**config.mk**
```make
export PLATFORM = sky130hd
export DESIGN_NAME = mip_addr_gen
export DESIGN_NICKNAME = d
export VERILOG_FILES = /design/src/rtl/mip_pkg.sv /design/src/rtl/mip_param_check.sv /design/src/rtl/mip_row_align.sv /design/src/rtl/mip_level_walker.sv /design/src/rtl/mip_addr_gen.sv
export SDC_FILE = /design/constraint.sdc
export NUM_CORES = 1
export LEC_CHECK = 0
export BUFFER_PORTS_ARGS = -buffer_cell sky130_fd_sc_hd__buf_2
export CAP_MARGIN = 20
export CORE_MARGIN = 3
export CORE_UTILIZATION = 43
export DETAILED_ROUTE_END_ITERATION = 6
export GPL_TIMING_DRIVEN = 0
export MAX_ROUTING_LAYER = met4
export PLACE_DENSITY = 0.74
export SYNTH_ARGS = -nofsm -noshare
export SYNTH_HDL_FRONTEND = slang
export SYNTH_HIERARCHICAL = 1
export SYNTH_SLANG_ARGS = --single-unit
```
**constraint.sdc**
```tcl
create_clock -name clk_i -period 4.4 [get_ports clk_i]
set_clock_uncertainty 0.15 [all_clocks]
set_input_delay 0.88 -clock clk_i [delete_from_list [all_inputs] [get_ports clk_i]]
set_output_delay 0.88 -clock clk_i [all_outputs]
set_load 0.005 [all_outputs]
```
**src/rtl/mip_pkg.sv**
```systemverilog
package mip_pkg;
  typedef enum logic {ST_IDLE, ST_EMIT} walk_st_e;
  localparam int unsigned ALIGN_LOG = 4;   // level corner granularity: 16 bytes
  localparam int unsigned BASE_LOG  = 12;  // base granularity: 4 KB
  localparam int unsigned MAX_BPT   = 2;
endpackage

```
**src/rtl/mip_param_check.sv**
```systemverilog
module mip_param_check #(
  parameter int unsigned ADDR_W = 32,
  parameter int unsigned DIM_W  = 12,
  parameter int unsigned PL_W   = 5
) (
  input  logic [ADDR_W-1:0] base_i,
  input  logic [PL_W-1:0]   pitch_log2_i,
  input  logic [DIM_W-1:0]  width_i,
  input  logic [DIM_W-1:0]  height_i,
  input  logic [1:0]        bpt_log2_i,
  output logic              ok_o
);
  import mip_pkg::*;

  logic [PL_W-1:0] w_log;
  logic [PL_W:0]   need_log;
  logic base_ok, bpt_ok, w_ok, h_ok, pitch_ok;

  always_comb begin
    w_log = '0;
    for (int i = 0; i < DIM_W; i++)
      if (width_i[i]) w_log = PL_W'(i);
  end

  assign need_log = {1'b0, w_log} + (PL_W+1)'(bpt_log2_i);
  assign base_ok  = (base_i[BASE_LOG-1:0] == '0);
  assign bpt_ok   = (32'(bpt_log2_i) <= MAX_BPT);
  assign w_ok     = (width_i != '0) && ((width_i & (width_i - 1'b1)) == '0);
  assign h_ok     = (height_i != '0) && ((height_i & (height_i - 1'b1)) == '0);
  // row size is a power of two once width is, so compare exponents
  assign pitch_ok = ({1'b0, pitch_log2_i} >= need_log);
  assign ok_o     = base_ok & bpt_ok & w_ok & h_ok & pitch_ok;
endmodule

```
**src/rtl/mip_row_align.sv**
```systemverilog
module mip_row_align #(
  parameter int unsigned ROW_W = 15,
  parameter int unsigned PL_W  = 5
) (
  input  logic [ROW_W-1:0] row_i,
  input  logic [PL_W-1:0]  pitch_log2_i,
  output logic [ROW_W-1:0] row_o
);
  import mip_pkg::*;

  logic [PL_W-1:0]  sh;
  logic [ROW_W-1:0] mask;

  assign sh   = PL_W'(ALIGN_LOG) - pitch_log2_i;
  assign mask = (ROW_W'(1) << sh) - ROW_W'(1);

  always_comb begin
    if (32'(pitch_log2_i) >= ALIGN_LOG) row_o = row_i;
    else                                row_o = (row_i + mask) & ~mask;
  end
endmodule

```
**src/rtl/mip_level_walker.sv**
```systemverilog
module mip_level_walker #(
  parameter int unsigned ADDR_W = 32,
  parameter int unsigned DIM_W  = 12,
  parameter int unsigned PL_W   = 5,
  localparam int unsigned LVL_W = $clog2(DIM_W + 1),
  localparam int unsigned ROW_W = DIM_W + 3
) (
  input  logic              clk_i,
  input  logic              rst_ni,
  input  logic              start_i,
  input  logic              ok_i,
  input  logic [ADDR_W-1:0] base_i,
  input  logic [PL_W-1:0]   pitch_log2_i,
  input  logic [DIM_W-1:0]  width_i,
  input  logic [DIM_W-1:0]  height_i,
  input  logic              rec_ready_i,
  output logic              busy_o,
  output logic              err_o,
  output logic              rec_valid_o,
  output logic [LVL_W-1:0]  rec_level_o,
  output logic [ADDR_W-1:0] rec_addr_o,
  output logic [DIM_W-1:0]  rec_width_o,
  output logic [DIM_W-1:0]  rec_height_o,
  output logic              rec_last_o
);
  import mip_pkg::*;

  walk_st_e          st_q;
  logic [ADDR_W-1:0] base_q;
  logic [PL_W-1:0]   pitch_q;
  logic [ROW_W-1:0]  row_q, row_next;
  logic [DIM_W-1:0]  w_q, h_q;
  logic [LVL_W-1:0]  lvl_q;
  logic              err_q;
  logic              fire, last;

  mip_row_align #(.ROW_W(ROW_W), .PL_W(PL_W)) u_align (
    .row_i       (row_q + ROW_W'(h_q)),
    .pitch_log2_i(pitch_q),
    .row_o       (row_next)
  );

  assign last = (w_q == DIM_W'(1)) && (h_q == DIM_W'(1));
  assign fire = (st_q == ST_EMIT) && rec_ready_i;

  always_ff @(posedge clk_i or negedge rst_ni) begin
    if (!rst_ni) begin
      st_q    <= ST_IDLE;
      base_q  <= '0;
      pitch_q <= '0;
      row_q   <= '0;
      w_q     <= '0;
      h_q     <= '0;
      lvl_q   <= '0;
      err_q   <= 1'b0;
    end else begin
      case (st_q)
        ST_IDLE: if (start_i) begin
          err_q <= !ok_i;
          if (ok_i) begin
            st_q    <= ST_EMIT;
            base_q  <= base_i;
            pitch_q <= pitch_log2_i;
            row_q   <= '0;
            w_q     <= width_i;
            h_q     <= height_i;
            lvl_q   <= '0;
          end
        end
        ST_EMIT: if (fire) begin
          if (last) st_q <= ST_IDLE;
          else begin
            row_q <= row_next;
            w_q   <= (w_q > DIM_W'(1)) ? (w_q >> 1) : w_q;
            h_q   <= (h_q > DIM_W'(1)) ? (h_q >> 1) : h_q;
            lvl_q <= lvl_q + 1'b1;
          end
        end
        default: st_q <= ST_IDLE;
      endcase
    end
  end

  assign busy_o       = (st_q == ST_EMIT);
  assign rec_valid_o  = (st_q == ST_EMIT);
  assign err_o        = err_q;
  assign rec_level_o  = lvl_q;
  assign rec_addr_o   = base_q + (ADDR_W'(row_q) << pitch_q);
  assign rec_width_o  = w_q;
  assign rec_height_o = h_q;
  assign rec_last_o   = last;

  a_r7_stall_hold: assert property (@(posedge clk_i) disable iff (!rst_ni)
    rec_valid_o && !rec_ready_i |=> rec_valid_o && $stable(rec_addr_o) &&
      $stable(rec_level_o) && $stable(rec_width_o) && $stable(rec_height_o));
  a_r5_level_step: assert property (@(posedge clk_i) disable iff (!rst_ni)
    fire && !rec_last_o |=> rec_level_o == $past(rec_level_o) + 1'b1);
  a_r5_stop_after_last: assert property (@(posedge clk_i) disable iff (!rst_ni)
    fire && rec_last_o |=> !rec_valid_o);
  a_r5_dims_pow2: assert property (@(posedge clk_i) disable iff (!rst_ni)
    rec_valid_o |-> $countones(rec_width_o) == 1 && $countones(rec_height_o) == 1);
  a_r2_err_no_rec: assert property (@(posedge clk_i) disable iff (!rst_ni)
    err_o |-> !rec_valid_o);
  a_r8_busy_hold: assert property (@(posedge clk_i) disable iff (!rst_ni)
    busy_o && !(fire && rec_last_o) |=> busy_o);
  a_r9_err_sticky: assert property (@(posedge clk_i) disable iff (!rst_ni)
    !(start_i && !busy_o) |=> $stable(err_o));
endmodule

```
**src/rtl/mip_addr_gen.sv**
```systemverilog
module mip_addr_gen #(
  parameter int unsigned ADDR_W = 32,
  parameter int unsigned DIM_W  = 12,
  parameter int unsigned PL_W   = 5,
  localparam int unsigned LVL_W = $clog2(DIM_W + 1)
) (
  input  logic              clk_i,
  input  logic              rst_ni,
  input  logic              start_i,
  input  logic [ADDR_W-1:0] base_i,
  input  logic [PL_W-1:0]   pitch_log2_i,
  input  logic [DIM_W-1:0]  width_i,
  input  logic [DIM_W-1:0]  height_i,
  input  logic [1:0]        bpt_log2_i,
  output logic              busy_o,
  output logic              err_o,
  output logic              rec_valid_o,
  input  logic              rec_ready_i,
  output logic [LVL_W-1:0]  rec_level_o,
  output logic [ADDR_W-1:0] rec_addr_o,
  output logic [DIM_W-1:0]  rec_width_o,
  output logic [DIM_W-1:0]  rec_height_o,
  output logic              rec_last_o
);
  logic params_ok;

  mip_param_check #(.ADDR_W(ADDR_W), .DIM_W(DIM_W), .PL_W(PL_W)) u_check (
    .base_i      (base_i),
    .pitch_log2_i(pitch_log2_i),
    .width_i     (width_i),
    .height_i    (height_i),
    .bpt_log2_i  (bpt_log2_i),
    .ok_o        (params_ok)
  );

  mip_level_walker #(.ADDR_W(ADDR_W), .DIM_W(DIM_W), .PL_W(PL_W)) u_walk (
    .clk_i       (clk_i),
    .rst_ni      (rst_ni),
    .start_i     (start_i),
    .ok_i        (params_ok),
    .base_i      (base_i),
    .pitch_log2_i(pitch_log2_i),
    .width_i     (width_i),
    .height_i    (height_i),
    .rec_ready_i (rec_ready_i),
    .busy_o      (busy_o),
    .err_o       (err_o),
    .rec_valid_o (rec_valid_o),
    .rec_level_o (rec_level_o),
    .rec_addr_o  (rec_addr_o),
    .rec_width_o (rec_width_o),
    .rec_height_o(rec_height_o),
    .rec_last_o  (rec_last_o)
  );

  // base is 4 KB aligned on any accepted walk, so every corner is 16-byte aligned
  a_r6_corner_align: assert property (@(posedge clk_i) disable iff (!rst_ni)
    rec_valid_o |-> rec_addr_o[3:0] == 4'd0);
endmodule

```
==> results_dict.tcl <==
set metrics [dict create \
    outcome "finished, violations left" \
    violations "negative setup slack" \
    cts.clk_slew.worst_paths_ns 0.07 \
    antenna_found_initial 1 \
    avgSynthCellArea_um2 7.67 \
    setup_ws_ns -0.674 \
    synth_edf_count 0 \
    design_area_um2 10700 \
    gp_congestion 0.957 \
    crit_fanout 10 \
    yosys_warnings 6 \
    grt.overflow.total 0 \
    drive_above_1_share 0.284 \
    ys_ff_latch 82 \
    crit_top_cell "buf_2" \
    ctsLongestPathBuffers 2 \
    vias 9109 \
    grtUsageTotal 0.258 \
    cp.required_ns 3.37 \
    maxSlewViolCount 0 \
    die_w_um 145 \
    insertion_delay_ns 0.35 \
    max_clock_freq_mhz 197 \
    drtIter0Drc 666 \
    start_util 0.441 \
    path_depth 14 \
    cp-endpoint "rec_addr_o[29]" \
    async_flop_share 1.00 \
    p_per_area_nw_per_um2 174 \
    yosysUniqueCellTypes 75 \
    fin_crit_ns 5.07 \
    dpl.hpwl_um 20100 \
    cts_root_buf "clkbuf_16" \
    synth_top_area_cell "dfrtp_1" \
    postSynthCellCount 1085 \
    fin_crit_sh 1.15 \
    p_leak_nw 5.07 \
    endpoint_kind "output port" \
    cp.buffers_inverters 2 \
    reg2regPathDepth 20 \
    setup_viol 20 \
    critical_path.startpoint "u_walk/pitch_q[0]" \
    dieArea_um2 21100 \
    viasPerCell 5.94 \
    reg2reg_slack_ns 0.27 \
    muxShareOfSynthArea 0.0760 \
    synth_top_area_frac 0.246 \
    areaGrowthSynthToFinish_pct 28.2 \
    irDropWorstVdd_uv 147 \
    crit_path_cell_trace "buf_2, mux4_2, mux2i_2, o21ai_2, and2_4, ha_4, nand4_1, nor2_1, o211ai_1, a2111oi_4, nor4_4, o21bai_1, xor2_1, buf_2" \
    fillers 1723 \
    syn_area_um2 8330 \
    wl_um 27800 \
    synth_ff_type "dfrtp_1" \
    synthXorXnorAreaFrac 0.0547 \
    core_region_area_um2 18900 \
    finalHoldViolations 0 \
    tns_ns -7.99 \
    netlist_top_cells_area "dfrtp_1 25%, nand2_1 11%, ha_1 9.8%, o21ai_0 5.5%, mux2i_1 5.2%" \
    die_h_um 145 \
    critical_path_class "reg -> out" \
    synth-seq-area-share 0.246 \
    crit_slowest_cell "a2111oi_4" \
    hold_buffers 0 \
    drc 0 \
    synth_top_family_by_area "simple AND/OR/NAND/NOR gates" \
    syn-num-nets 1221 \
    crit_arrival_ns 4.04 \
    clkSinkCount 82 \
    relSlewSlack 0.478 \
    drtPass1Iterations 6 \
    synth_compound_area_frac 0.235 \
    maxCapViolations 0 \
    synthAdderAreaFrac 0.107 \
    grt_pass1_vias 8736 \
    grt_pass1_wl_um 44000 \
    routedWlPerCell_um 18.1 \
    critPathLaunchType "flip-flop" \
    rows 50 \
    cts_max_level 3 \
    cts_tree "yes" \
    grt_max_degree 57 \
    synth_simple_gate_area_share 0.236 \
    worstMarginPinSlew_ns 0.783 \
    slowest_delay_ns 0.55 \
    cts_buffers 9 \
    ant_nets 0 \
    io_pins 131 \
    rsz0062_at_grt "true" \
    rr_startpoint "u_walk/pitch_q[1]" \
    r2r_end "u_walk/row_q[13]" \
    post_dp_cell_area_um2 9340 \
    critical_path.top_delay_family "compound AO/OA/AOI/OAI gates" \
    min_path_type "in -> async" \
    port_buffers 130 \
    num-nets-final 1404 \
]
[worst register-to-register path, delay by kind of cell, from the launching register on]
kind                     cells  cell delay [ns]
XOR/XNOR                     1             0.14
buffers and inverters        3             0.49
AND/OR/NAND/NOR              6             1.05
AO/OA/AOI/OAI                8             1.38
flip-flops                   1             0.43
adder cells (fa/ha/maj)      2             0.43
[cell usage after synthesis (all sizes together) (4+ instances only)]
| master | instances |
|---|---|
| nand2 | 240 |
| o21ai | 100 |
| dfrtp | 82 |
| ha | 65 |
| a21oi | 62 |
| nor2 | 56 |
| mux2i | 43 |
| inv | 34 |
| clkbuf | 32 |
| xnor2 | 30 |
| a21o | 24 |
| nand3 | 23 |
| buf | 22 |
| xor2 | 22 |
| nand2b | 15 |
| nand4 | 15 |
| a211oi | 14 |
| nor4 | 14 |
| a31oi | 13 |
| and2 | 12 |
| o21bai | 12 |
| o22ai | 12 |
| nor3 | 11 |
| o31ai | 11 |
| nor2b | 10 |
| or3 | 10 |
| and3 | 8 |
| a22o | 6 |
| mux2 | 6 |
| mux4 | 6 |
| o211ai | 6 |
| o21a | 6 |
| a211o | 5 |
| a22oi | 5 |
| nor3b | 5 |
| or4 | 5 |
| a2111oi | 4 |
| a32o | 4 |
| a41oi | 4 |
| fa | 4 |
[how the worst min path moves through the flow]
stage	startpoint	endpoint	slack, ns
3_5_place_dp	u_walk/base_q[4]	u_walk/base_q[4]	0.32
6_report	rst_ni	u_walk/rec_height_o[9]	0.30
4_1_cts	rst_ni	u_walk/rec_height_o[9]	0.30
2_1_floorplan	u_walk/base_q[0]	u_walk/base_q[0]	0.30
3_3_place_gp	u_walk/base_q[27]	u_walk/base_q[27]	0.32
5_1_grt	rst_ni	u_walk/rec_height_o[9]	0.31
[kinds of logic (layout without fill, tap and decap cells)]
group                      after synthesis  count (layout)
AOI/OAI and AO/OA                      304             304
other                                    1               2
DFF                                     82              82
muxes                                   55              55
buffers and inverters                   90             278
xor gates and xnor gates                52              52
adders and majority gates               69              69
and+or+nand+nor                        432             432
[area by class of cell]
class                           count  area, um^2  share of cell area
Inverter                           36         141              0.0132
Clock inverter                      6        65.1             0.00610
Timing Repair Buffer              178        1040              0.0977
Buffer                             48         264              0.0247
Antenna cell                        1        2.50            0.000234
Tap cell                          260         325              0.0305
Multi-Input combinational cell    913        6550               0.613
Sequential cell                    82        2060               0.193
Clock buffer                       10         229              0.0215
[state kept, by name, indices dropped and copies added, names as in the netlist]
name and count:
u_walk/base_q 32, u_walk/row_q 15, u_walk/rec_height_o 12, u_walk/rec_width_o 12, u_walk/pitch_q 5, u_walk/rec_level_o 4
u_walk/busy_o 1, u_walk/err_o 1
[power breakdown]
| group | internal (mW) | total [mW] | switching [mW] |
|---|---|---|---|
| clock | 0.442 | 0.781 | 0.339 |
| combinational | 0.130 | 0.307 | 0.178 |
| sequential | 0.762 | 0.774 | 0.0124 |
[metrics by stage]
stage | setup slack, ns | total power [mW] | hold slack [ns] | instances | util
detailed placement | -0.911 | 1.06 | 0.324 | 1476 | 0.494
global placement | -0.881 | 1.06 | 0.318 | 1475 | 0.493
global route | -0.874 | 1.93 | 0.313 | 1534 | 0.565
finish | -0.674 | 1.86 | 0.295 | 1534 | 0.565
floorplan | 0.00694 | 0.946 | 0.302 | 1085 | -
CTS | -0.559 | 1.86 | 0.296 | 1520 | 0.543
[layer usage]
layer,vias to the layer above,part of all wire,global-route usage
met4,0,0.035,0.0864
li1,4288,-,-
met2,389,0.48,0.419
met1,4353,0.42,0.327
met5,-,0,-
met3,79,0.067,0.0443
[cells in the final DEF (no fill, tap or decap), drive strengths merged, types with 14 or more instances in the layout]
cell type | Yosys | layout
o21ai | 100 | 100
ha | 65 | 65
a21oi | 62 | 62
buf | 22 | 201
xnor2 | 30 | 30
a21o | 24 | 24
mux2i | 43 | 43
xor2 | 22 | 22
a211oi | 14 | 14
nand2b | 15 | 15
nor2 | 56 | 56
nand2 | 240 | 240
clkbuf | 32 | 35
nand4 | 15 | 15
dfrtp | 82 | 82
inv | 34 | 34
nor4 | 14 | 14
nand3 | 23 | 23
[repair_timing]
item	CTS	global route
gates cloned	1	0
setup buffers	33	14
gates resized for setup	105	87
setup endpoints to repair	50	96
pin swaps	27	34
(Power assumes the default switching activity.)
